`src/rtl/hbf_pkg.sv`:
```
`timescale 1ns/1ps
package hbf_pkg;

  typedef struct packed {
    logic sep;          // 1: separate address and data buses
    logic ale_mode;     // 1: address latched by ALE, 0: A0 phase tag
    logic split_strb;   // 1: separate RD/WR strobes, 0: R/W with DS
  } bus_cfg_t;

  // Returns {read_active, write_active} from the raw strobe pins.
  function automatic logic [1:0] strobe_decode(
    input logic split_strb,
    input logic rd_n,
    input logic wr_n,
    input logic rw,
    input logic ds_n
  );
    logic [1:0] res;
    if (split_strb) begin
      res = {~rd_n, ~wr_n};
    end else begin
      res = {~ds_n & rw, ~ds_n & ~rw};
    end
    return res;
  endfunction

endpackage

```
`src/rtl/hbf_strap_latch.sv`:
```
`timescale 1ns/1ps
module hbf_strap_latch
  import hbf_pkg::*;
(
  input  logic     clk,
  input  logic     rst_n,
  input  logic     strap_sep,
  input  logic     strap_ale,
  input  logic     strap_split,
  output bus_cfg_t cfg,
  output logic     cfg_valid
);

  logic     capture;
  bus_cfg_t cfg_n;

  always_comb begin
    capture = ~cfg_valid;
    cfg_n   = '{sep: strap_sep, ale_mode: strap_ale, split_strb: strap_split};
  end

  always_ff @(posedge clk or negedge rst_n) begin
    if (!rst_n) begin
      cfg       <= '0;
      cfg_valid <= 1'b0;
    end else if (capture) begin
      cfg       <= cfg_n;
      cfg_valid <= 1'b1;
    end
  end

endmodule

```
`src/rtl/hbf_sync.sv`:
```
`timescale 1ns/1ps
module hbf_sync #(
  parameter int W      = 8,
  parameter int STAGES = 2
) (
  input  logic         clk,
  input  logic         rst_n,
  input  logic [W-1:0] d,
  output logic [W-1:0] q
);

  logic [W-1:0] stage_q [STAGES];

  for (genvar g = 0; g < STAGES; g++) begin : g_stage
    if (g == 0) begin : g_first
      always_ff @(posedge clk or negedge rst_n) begin
        if (!rst_n) stage_q[g] <= '0;
        else        stage_q[g] <= d;
      end
    end else begin : g_next
      always_ff @(posedge clk or negedge rst_n) begin
        if (!rst_n) stage_q[g] <= '0;
        else        stage_q[g] <= stage_q[g-1];
      end
    end
  end

  assign q = stage_q[STAGES-1];

endmodule

```
`src/rtl/hbf_engine.sv`:
```
`timescale 1ns/1ps
module hbf_engine #(
  parameter int AW = 8,
  parameter int DW = 16
) (
  input  logic          clk,
  input  logic          rst_n,
  input  logic          en,
  input  logic          sep,
  input  logic          ale_mode,
  input  logic          wr_s,
  input  logic          rd_s,
  input  logic          ale_s,
  input  logic          a0_s,
  input  logic [AW-1:0] ad_s,
  input  logic [DW-1:0] dat_s,
  input  logic [DW-1:0] reg_rdata,
  output logic [AW-1:0] reg_addr,
  output logic [DW-1:0] reg_wdata,
  output logic          reg_we,
  output logic          reg_re,
  output logic [AW-1:0] addr_q,
  output logic [DW-1:0] rbuf_q,
  output logic          hi_q
);

  logic          wr_d, rd_d;
  logic [AW-1:0] hold_ad;
  logic [DW-1:0] hold_dat;
  logic          hold_a0;
  logic [AW-1:0] lo_q;

  logic          wr_fall, rd_lead, rd_fall;
  logic          a0_mode;
  logic          hold_en;
  logic          addr_en;
  logic [AW-1:0] addr_n;
  logic          lo_en;
  logic          hi_n;

  always_comb begin
    wr_fall = wr_d & ~wr_s;
    rd_lead = rd_s & ~rd_d;
    rd_fall = rd_d & ~rd_s;
    a0_mode = ~sep & ~ale_mode;
    hold_en = wr_s | rd_s;

    addr_en = 1'b0;
    addr_n  = addr_q;
    lo_en   = 1'b0;
    hi_n    = hi_q;
    reg_we  = 1'b0;
    reg_re  = 1'b0;

    if (sep) begin
      reg_we = wr_fall;
      reg_re = rd_lead;
    end else begin
      // Address phase marked by ALE: follow the bus while ALE is high.
      if (ale_mode && ale_s && en) begin
        addr_en = 1'b1;
        addr_n  = ad_s;
        hi_n    = 1'b0;
      end
      if (wr_fall) begin
        if (a0_mode && hold_a0) begin
          addr_en = 1'b1;
          addr_n  = hold_ad;
          hi_n    = 1'b0;
        end else if (!hi_q) begin
          lo_en = 1'b1;
          hi_n  = 1'b1;
        end else begin
          reg_we = 1'b1;
          hi_n   = 1'b0;
        end
      end
      if (rd_lead && !(a0_mode && a0_s) && !hi_q) begin
        reg_re = 1'b1;
      end
      if (rd_fall && !(a0_mode && hold_a0)) begin
        hi_n = ~hi_q;
      end
    end

    if (sep) begin
      reg_addr  = rd_lead ? ad_s : hold_ad;
      reg_wdata = hold_dat;
    end else begin
      reg_addr  = addr_q;
      reg_wdata = DW'({hold_ad, lo_q});
    end
  end

  always_ff @(posedge clk or negedge rst_n) begin
    if (!rst_n) begin
      wr_d     <= 1'b0;
      rd_d     <= 1'b0;
      hold_ad  <= '0;
      hold_dat <= '0;
      hold_a0  <= 1'b0;
      addr_q   <= '0;
      lo_q     <= '0;
      hi_q     <= 1'b0;
      rbuf_q   <= '0;
    end else begin
      wr_d <= wr_s;
      rd_d <= rd_s;
      hi_q <= hi_n;
      if (hold_en) begin
        hold_ad  <= ad_s;
        hold_dat <= dat_s;
        hold_a0  <= a0_s;
      end
      if (addr_en) addr_q <= addr_n;
      if (lo_en)   lo_q   <= hold_ad;
      if (reg_re)  rbuf_q <= reg_rdata;
    end
  end

endmodule

```
`src/rtl/hostbus_frontend.sv`:
```
`timescale 1ns/1ps
module hostbus_frontend
  import hbf_pkg::*;
#(
  parameter int AW          = 8,
  parameter int DW          = 2 * AW,
  parameter int SYNC_STAGES = 2
) (
  input  logic          clk,
  input  logic          rst_n,
  input  logic          strap_sep_i,
  input  logic          strap_ale_i,
  input  logic          strap_split_i,
  input  logic          cs_n_i,
  input  logic          ale_i,
  input  logic          a0_i,
  input  logic          rd_n_i,
  input  logic          wr_n_i,
  input  logic          rw_i,
  input  logic          ds_n_i,
  input  logic [AW-1:0] ad_i,
  output logic [AW-1:0] ad_o,
  output logic          ad_oe_o,
  input  logic [DW-1:0] dat_i,
  output logic [DW-1:0] dat_o,
  output logic          dat_oe_o,
  output logic [AW-1:0] reg_addr_o,
  output logic [DW-1:0] reg_wdata_o,
  output logic          reg_we_o,
  output logic          reg_re_o,
  input  logic [DW-1:0] reg_rdata_i
);

  localparam int SW = 4 + AW + DW;

  bus_cfg_t      cfg;
  logic          cfg_valid;
  logic [1:0]    strb;
  logic          sel, rd_raw, wr_raw;
  logic [SW-1:0] sync_d, sync_q;
  logic          wr_s, rd_s, ale_s, a0_s;
  logic [AW-1:0] ad_s;
  logic [DW-1:0] dat_s;
  logic [AW-1:0] addr_q;
  logic [DW-1:0] rbuf_q;
  logic          hi_q;

  hbf_strap_latch u_straps (
    .clk         (clk),
    .rst_n       (rst_n),
    .strap_sep   (strap_sep_i),
    .strap_ale   (strap_ale_i),
    .strap_split (strap_split_i),
    .cfg         (cfg),
    .cfg_valid   (cfg_valid)
  );

  always_comb begin
    strb   = strobe_decode(cfg.split_strb, rd_n_i, wr_n_i, rw_i, ds_n_i);
    sel    = cfg.sep | ~cs_n_i;
    rd_raw = cfg_valid & sel & strb[1];
    wr_raw = cfg_valid & sel & strb[0];
    sync_d = {wr_raw, rd_raw, ale_i, a0_i, ad_i, dat_i};
  end

  hbf_sync #(.W(SW), .STAGES(SYNC_STAGES)) u_sync (
    .clk   (clk),
    .rst_n (rst_n),
    .d     (sync_d),
    .q     (sync_q)
  );

  assign {wr_s, rd_s, ale_s, a0_s, ad_s, dat_s} = sync_q;

  hbf_engine #(.AW(AW), .DW(DW)) u_engine (
    .clk       (clk),
    .rst_n     (rst_n),
    .en        (cfg_valid),
    .sep       (cfg.sep),
    .ale_mode  (cfg.ale_mode),
    .wr_s      (wr_s),
    .rd_s      (rd_s),
    .ale_s     (ale_s),
    .a0_s      (a0_s),
    .ad_s      (ad_s),
    .dat_s     (dat_s),
    .reg_rdata (reg_rdata_i),
    .reg_addr  (reg_addr_o),
    .reg_wdata (reg_wdata_o),
    .reg_we    (reg_we_o),
    .reg_re    (reg_re_o),
    .addr_q    (addr_q),
    .rbuf_q    (rbuf_q),
    .hi_q      (hi_q)
  );

  always_comb begin
    ad_oe_o  = rd_raw & ~cfg.sep;
    dat_oe_o = rd_raw & cfg.sep;
    dat_o    = rbuf_q;
    if (!cfg.ale_mode && a0_i) begin
      ad_o = addr_q;
    end else if (hi_q) begin
      ad_o = rbuf_q[DW-1 -: AW];
    end else begin
      ad_o = rbuf_q[AW-1:0];
    end
  end

endmodule

```
`config.mk`:
```
export PLATFORM = sky130hd
export DESIGN_NAME = hostbus_frontend
export DESIGN_NICKNAME = d
export VERILOG_FILES = /design/src/rtl/hbf_pkg.sv /design/src/rtl/hbf_strap_latch.sv /design/src/rtl/hbf_sync.sv /design/src/rtl/hbf_engine.sv /design/src/rtl/hostbus_frontend.sv
export SDC_FILE = /design/constraint.sdc
export NUM_CORES = 1
export LEC_CHECK = 0
export ABC_AREA = 1
export CORE_ASPECT_RATIO = 1.5
export CORE_MARGIN = 2
export CORE_UTILIZATION = 50
export CTS_BUF_LIST = sky130_fd_sc_hd__clkbuf_8
export DETAILED_ROUTE_END_ITERATION = 8
export PLACE_DENSITY = 0.86
export SLEW_MARGIN = 15
export SYNTH_ARGS = -nofsm -noshare
export SYNTH_HDL_FRONTEND = slang
export SYNTH_HIERARCHICAL = 1
export SYNTH_SLANG_ARGS = --single-unit
```
`constraint.sdc`:
```
create_clock -name clk -period 1.64 [get_ports clk]
set_clock_uncertainty 0.2 [all_clocks]
set_input_delay 0.246 -clock clk [delete_from_list [all_inputs] [get_ports clk]]
set_output_delay 0.246 -clock clk [all_outputs]
set_load 0.05 [all_outputs]
```
Word level (Yosys, flattened, before mapping). Cells that the tools add are included.

Flip-flop bits (word level): 120. Output and inout bits: 52.

Muxes and demuxes: 26. Bitwise gates (word level): 24. Reductions and logical operators: 15.

Operators with widths (count): 8-bit 2-to-1 mux (7); 1-bit 2-to-1 mux (17); 16-bit 2-to-1 mux (1); 1-bit bitwise AND (11); 1-bit NOT (11); 1-bit logical AND (8); 1-bit zero test (4); 2-bit AND reduction (2); 3-bit nonzero test (1); 2-bit 2-to-1 mux (1); 1-bit OR (2).

Logic depth before layout (Yosys ltp).
Depth after elaboration: 8. Depth in mapped cells: 9. Depth with buffers taken out: 8.

Cells and area by module. The synthesis kept the hierarchy.

Modules (own cells, without submodules): hbf_engine (instances 1, cells each 356, area an instance 3055.4 µm², seq. area each 1501.4 µm²); hbf_sync (instances 1, cells each 84, area an instance 1611.5 µm², seq. area each 1401.3 µm²); hostbus_frontend (instances 1, cells each 60, area an instance 340.3 µm², seq. area each 0.0 µm²); hbf_strap_latch (instances 1, cells each 15, area an instance 141.4 µm², seq. area each 100.1 µm²).

Worst setup path after synthesis. Ideal clock, no wire load.

Path type: register -> output. Start: register, netlist name u_straps/cfg[2]. End: output reg_wdata_o[10]. Arrival: 1.838 ns. Data required time: 1.194 ns. Setup slack: -0.644 ns. Cell stages (with the launch flop): 4. Path buffers: 2. Path through: dfrtp_1 > buf_6 > clkbuf_1 > o21ai_0.

Cells in the longest elaborated chain, start to end: 1.

RTL lines: 16-bit 2-to-1 mux (line hbf_engine.sv:86) `if (sep) begin`; to (decl) (line hostbus_frontend.sv:28) `output logic [DW-1:0] reg_wdata_o,`.

Every way passes these cells.

Worst setup path after layout.
Start: register u_sync.stage_q, in the netlist u_sync/q[26]. End: output reg_addr_o[5].

Cells in the longest elaborated chain, start to end: 3.

RTL lines: from (decl) (line hbf_sync.sv:12) `logic [W-1:0] stage_q [STAGES];`; from (signal, indexed assignment) (line hbf_sync.sv:23) `else stage_q[g] <= stage_q[g-1];`; 1-bit bitwise AND (line hbf_engine.sv:43) `rd_lead = rd_s & ~rd_d;`; 8-bit 2-to-1 mux (line hbf_engine.sv:87) `reg_addr = rd_lead ? ad_s : hold_ad;`; 8-bit 2-to-1 mux (line hbf_engine.sv:86); to (decl) (line hostbus_frontend.sv:27) `output logic [AW-1:0] reg_addr_o,`.

Every way passes these cells.

==> flow_metrics.py <==
metrics = {
    "floorplan": {
        "chipWidth_um": 86.9,
        "dieHeight_um": 128,
        "rows": 45,
        "core_area_um2": 10100,
        "initial_core_util": 0.511,
        "io_pins": 104,
        "dieArea_um2": 11100,
    },
    "layout": {
        "mostFrequentLayoutCell": "nand2_1",
        "final_area_um2": 7940,
        "area_growth_pct": 54.2,
        "drive_gt1_frac": 0.416,
        "num_antenna_cells": 0,
        "post-route-util": 0.788,
        "most-common-layout-cells": "nand2_1, dfrtp_1, clkdlybuf4s50_1",
        "final_nets": 692,
        "fill_cells": 527,
    },
    "power_and_ir_drop": {
        "p_per_area_nw_per_um2": 1520,
        "vdd_drop_max_v": 0.00123,
        "leakagePower_nw": 3.82,
    },
    "synthesis": {
        "synth.net_count": 567,
        "ys_warn_count": 6,
        "ys_seq_area_frac": 0.583,
        "synth_seq_cells": 120,
        "postSynthCellCount": 515,
        "syn_avg_cell_area_um2": 10.0,
        "synth.distinct_cells": 28,
        "synth_area_um2": 5150,
    },
    "sta": {
        "fin_crit_sh": 1.29,
        "slew_viol_final": 0,
        "min_period_ns": 2.12,
        "finalHoldViolations": 0,
        "fmax_ghz": 0.472,
        "fin_ws_ns": -0.478,
        "finalSetupViolCount": 81,
        "rsz0062_at_grt": "yes",
    },
    "critical_path": {
        "ff2ff_path_depth": 9,
        "cp_top_family": "flip-flops",
        "cp_cell_sequence": "nand2_8, a21oi_1, a21oi_4, buf_6",
        "arrival_ns": 1.67,
        "r2r-end": "u_engine/addr_q[3]",
        "crit_type": "reg -> out",
        "cp-start-kind": "register",
        "ff2ff_setup_slack_ns": -0.26,
        "r2r-start": "u_straps/cfg[2]",
        "cp-startpoint": "u_sync/q[26]",
        "crit_slowest_cell": "dfrtp_2",
        "path_buf_inv": 1,
        "critPathCaptureType": "primary output",
        "max_stage_delay_ns": 0.51,
        "crit_fanout": 5,
        "cp.depth": 4,
        "critPathRequiredTime_ns": 1.19,
    },
    "clocking": {
        "cts_tree": "built",
        "cts.clk_slew.worst_paths_ns": 0.07,
        "htree_levels": 4,
        "cts_buffers": 17,
        "clk_latency_ns": 0.44,
        "clock_tree.root_cell": "clkbuf_8",
        "cts.path.max_buffers": 2,
        "clock_sinks": 120,
    },
    "flow_run": {
        "maxCapViolCount": 0,
    },
    "drt": {
        "drc": 0,
        "wirelength_um": 15400,
        "post_drt_wl_per_cell_um": 20.0,
        "drt-pass1-iter-count": 5,
        "drt-initial-drc-count": 324,
        "avgViaCountPerCell": 5.47,
        "antenna_left": 0,
        "via_count": 4208,
    },
    "global_routing": {
        "overflow": 0,
        "grt_pass1_vias": 4427,
        "antenna_found_initial": 0,
        "grt_usage": 0.259,
        "grt_max_degree": 50,
        "grt_pass1_wl_um": 21800,
    },
    "status": {
        "violations": "negative setup slack",
        "outcome": "finished, violations left",
    },
    "worst_hold_path": {
        "hp-class": "in -> reg",
        "hp-start": "ad_i[6]",
        "hold_depth": 1,
        "hold_end": "u_sync/stage_q[50]",
    },
    "placed_design": {
        "place_congestion": 0.871,
        "hpwl_um": 8720,
        "place_area_um2": 6760,
        "io_buffers": 103,
    },
}
## cells by family after synthesis
kind of cell / after synthesis / share of synthesized area
AOI/OAI and AO/OA: 54 / 0.0671
buffers and inverters: 94 / 0.107
DFF: 120 / 0.583
muxes: 16 / 0.0350
other: 1 / 0.000728
and+or+nand+nor: 230 / 0.207
## worst max path at each step
stage / end
after global routing: reg_addr_o[5]
final: reg_addr_o[5]
after global placement: ad_o[5]
after CTS: ad_o[7]
after floorplan: ad_oe_o
after detailed placement: ad_o[3]
## flip-flops by register name, indices dropped and copies added (netlist names), 3 cells and up
register,cells
u_engine/hold_dat,16
u_engine/lo_q,8
u_sync/q,28
u_engine/addr_q,8
u_engine/rbuf_q,16
u_engine/hold_ad,8
u_straps/cfg,3
u_sync/stage_q,28
## worst reg2reg max path: stages, from the launching register on
cell	delay, ns
dfrtp_2	0.49
buf_12	0.19
nor2_4	0.15
buf_4	0.16
buf_4	0.14
nand4_1	0.10
nand2_1	0.13
inv_1	0.09
nand2_1	0.09
nand2_1	0.06
## power by group
| group | leakage, nW | switching [mW] | total (mW) | internal, mW |
|---|---|---|---|---|
| Combinational | 2.18 | 3.10 | 5.57 | 2.47 |
| Clock | 0.210 | 1.08 | 2.38 | 1.31 |
| Sequential | 1.43 | 0.627 | 4.14 | 3.51 |
| Total | 3.82 | 4.81 | 12.1 | 7.29 |
## cells in the mapped netlist, drive strengths merged
cell | n | area [um2]
nand2 | 193 | 842
dfrtp | 120 | 3000
inv | 48 | 193
buf | 42 | 343
o21ai | 28 | 144
a21oi | 18 | 101
nor2 | 17 | 93.8
mux2 | 16 | 180
nand4 | 15 | 93.8
o211ai | 8 | 100
clkbuf | 4 | 15.0
nand3 | 4 | 30.0
and3 | 1 | 6.26
conb | 1 | 3.75
## through the flow
step	power [mW]	instances	setup WS, ns	TNS, ns	hold WS, ns
after floorplan	6.74	515	-0.149	-0.404	-0.250
after global placement	8.77	712	-0.303	-2.65	-0.0343
after detailed placement	8.90	712	-0.321	-3.11	-0.0318
after CTS	11.6	759	-0.427	-13.65	0.0212
after global routing	12.5	769	-0.530	-20.07	0.0286
final	12.1	769	-0.478	-16.72	0.0408
## metal layers
metal | GRT usage | up-vias | wire length, um
li1 | - | 1835 | -
met2 | 0.455 | 224 | 8720
met4 | 0.131 | 0 | 737
met5 | 0 | - | 0
met1 | 0.272 | 2080 | 5070
met3 | 0.0824 | 69 | 886
## layout make-up
type / instances / area, um2 / share of cell area
repair inverters: 1 / 11.3 / 0.00142
multi-input cells: 302 / 2170 / 0.274
clock buffers: 21 / 289 / 0.0364
well taps: 117 / 146 / 0.0184
inverters: 48 / 218 / 0.0274
repair buffers: 150 / 2020 / 0.255
flip-flops and latches: 120 / 3020 / 0.380
clock inverters: 10 / 66.3 / 0.00835
## what timing repair did
item                                    in CTS  in global routing
endpoints found under the setup margin      46                 69
resized for setup                           80                 61
gates cloned                                 4                  2
hold buffers                                 1                  0
buffers inserted                            11                 10
pin swaps                                   15                 16
hold endpoints to repair                   120                  0
No activity file was read; power rests on OpenSTA's default activity.
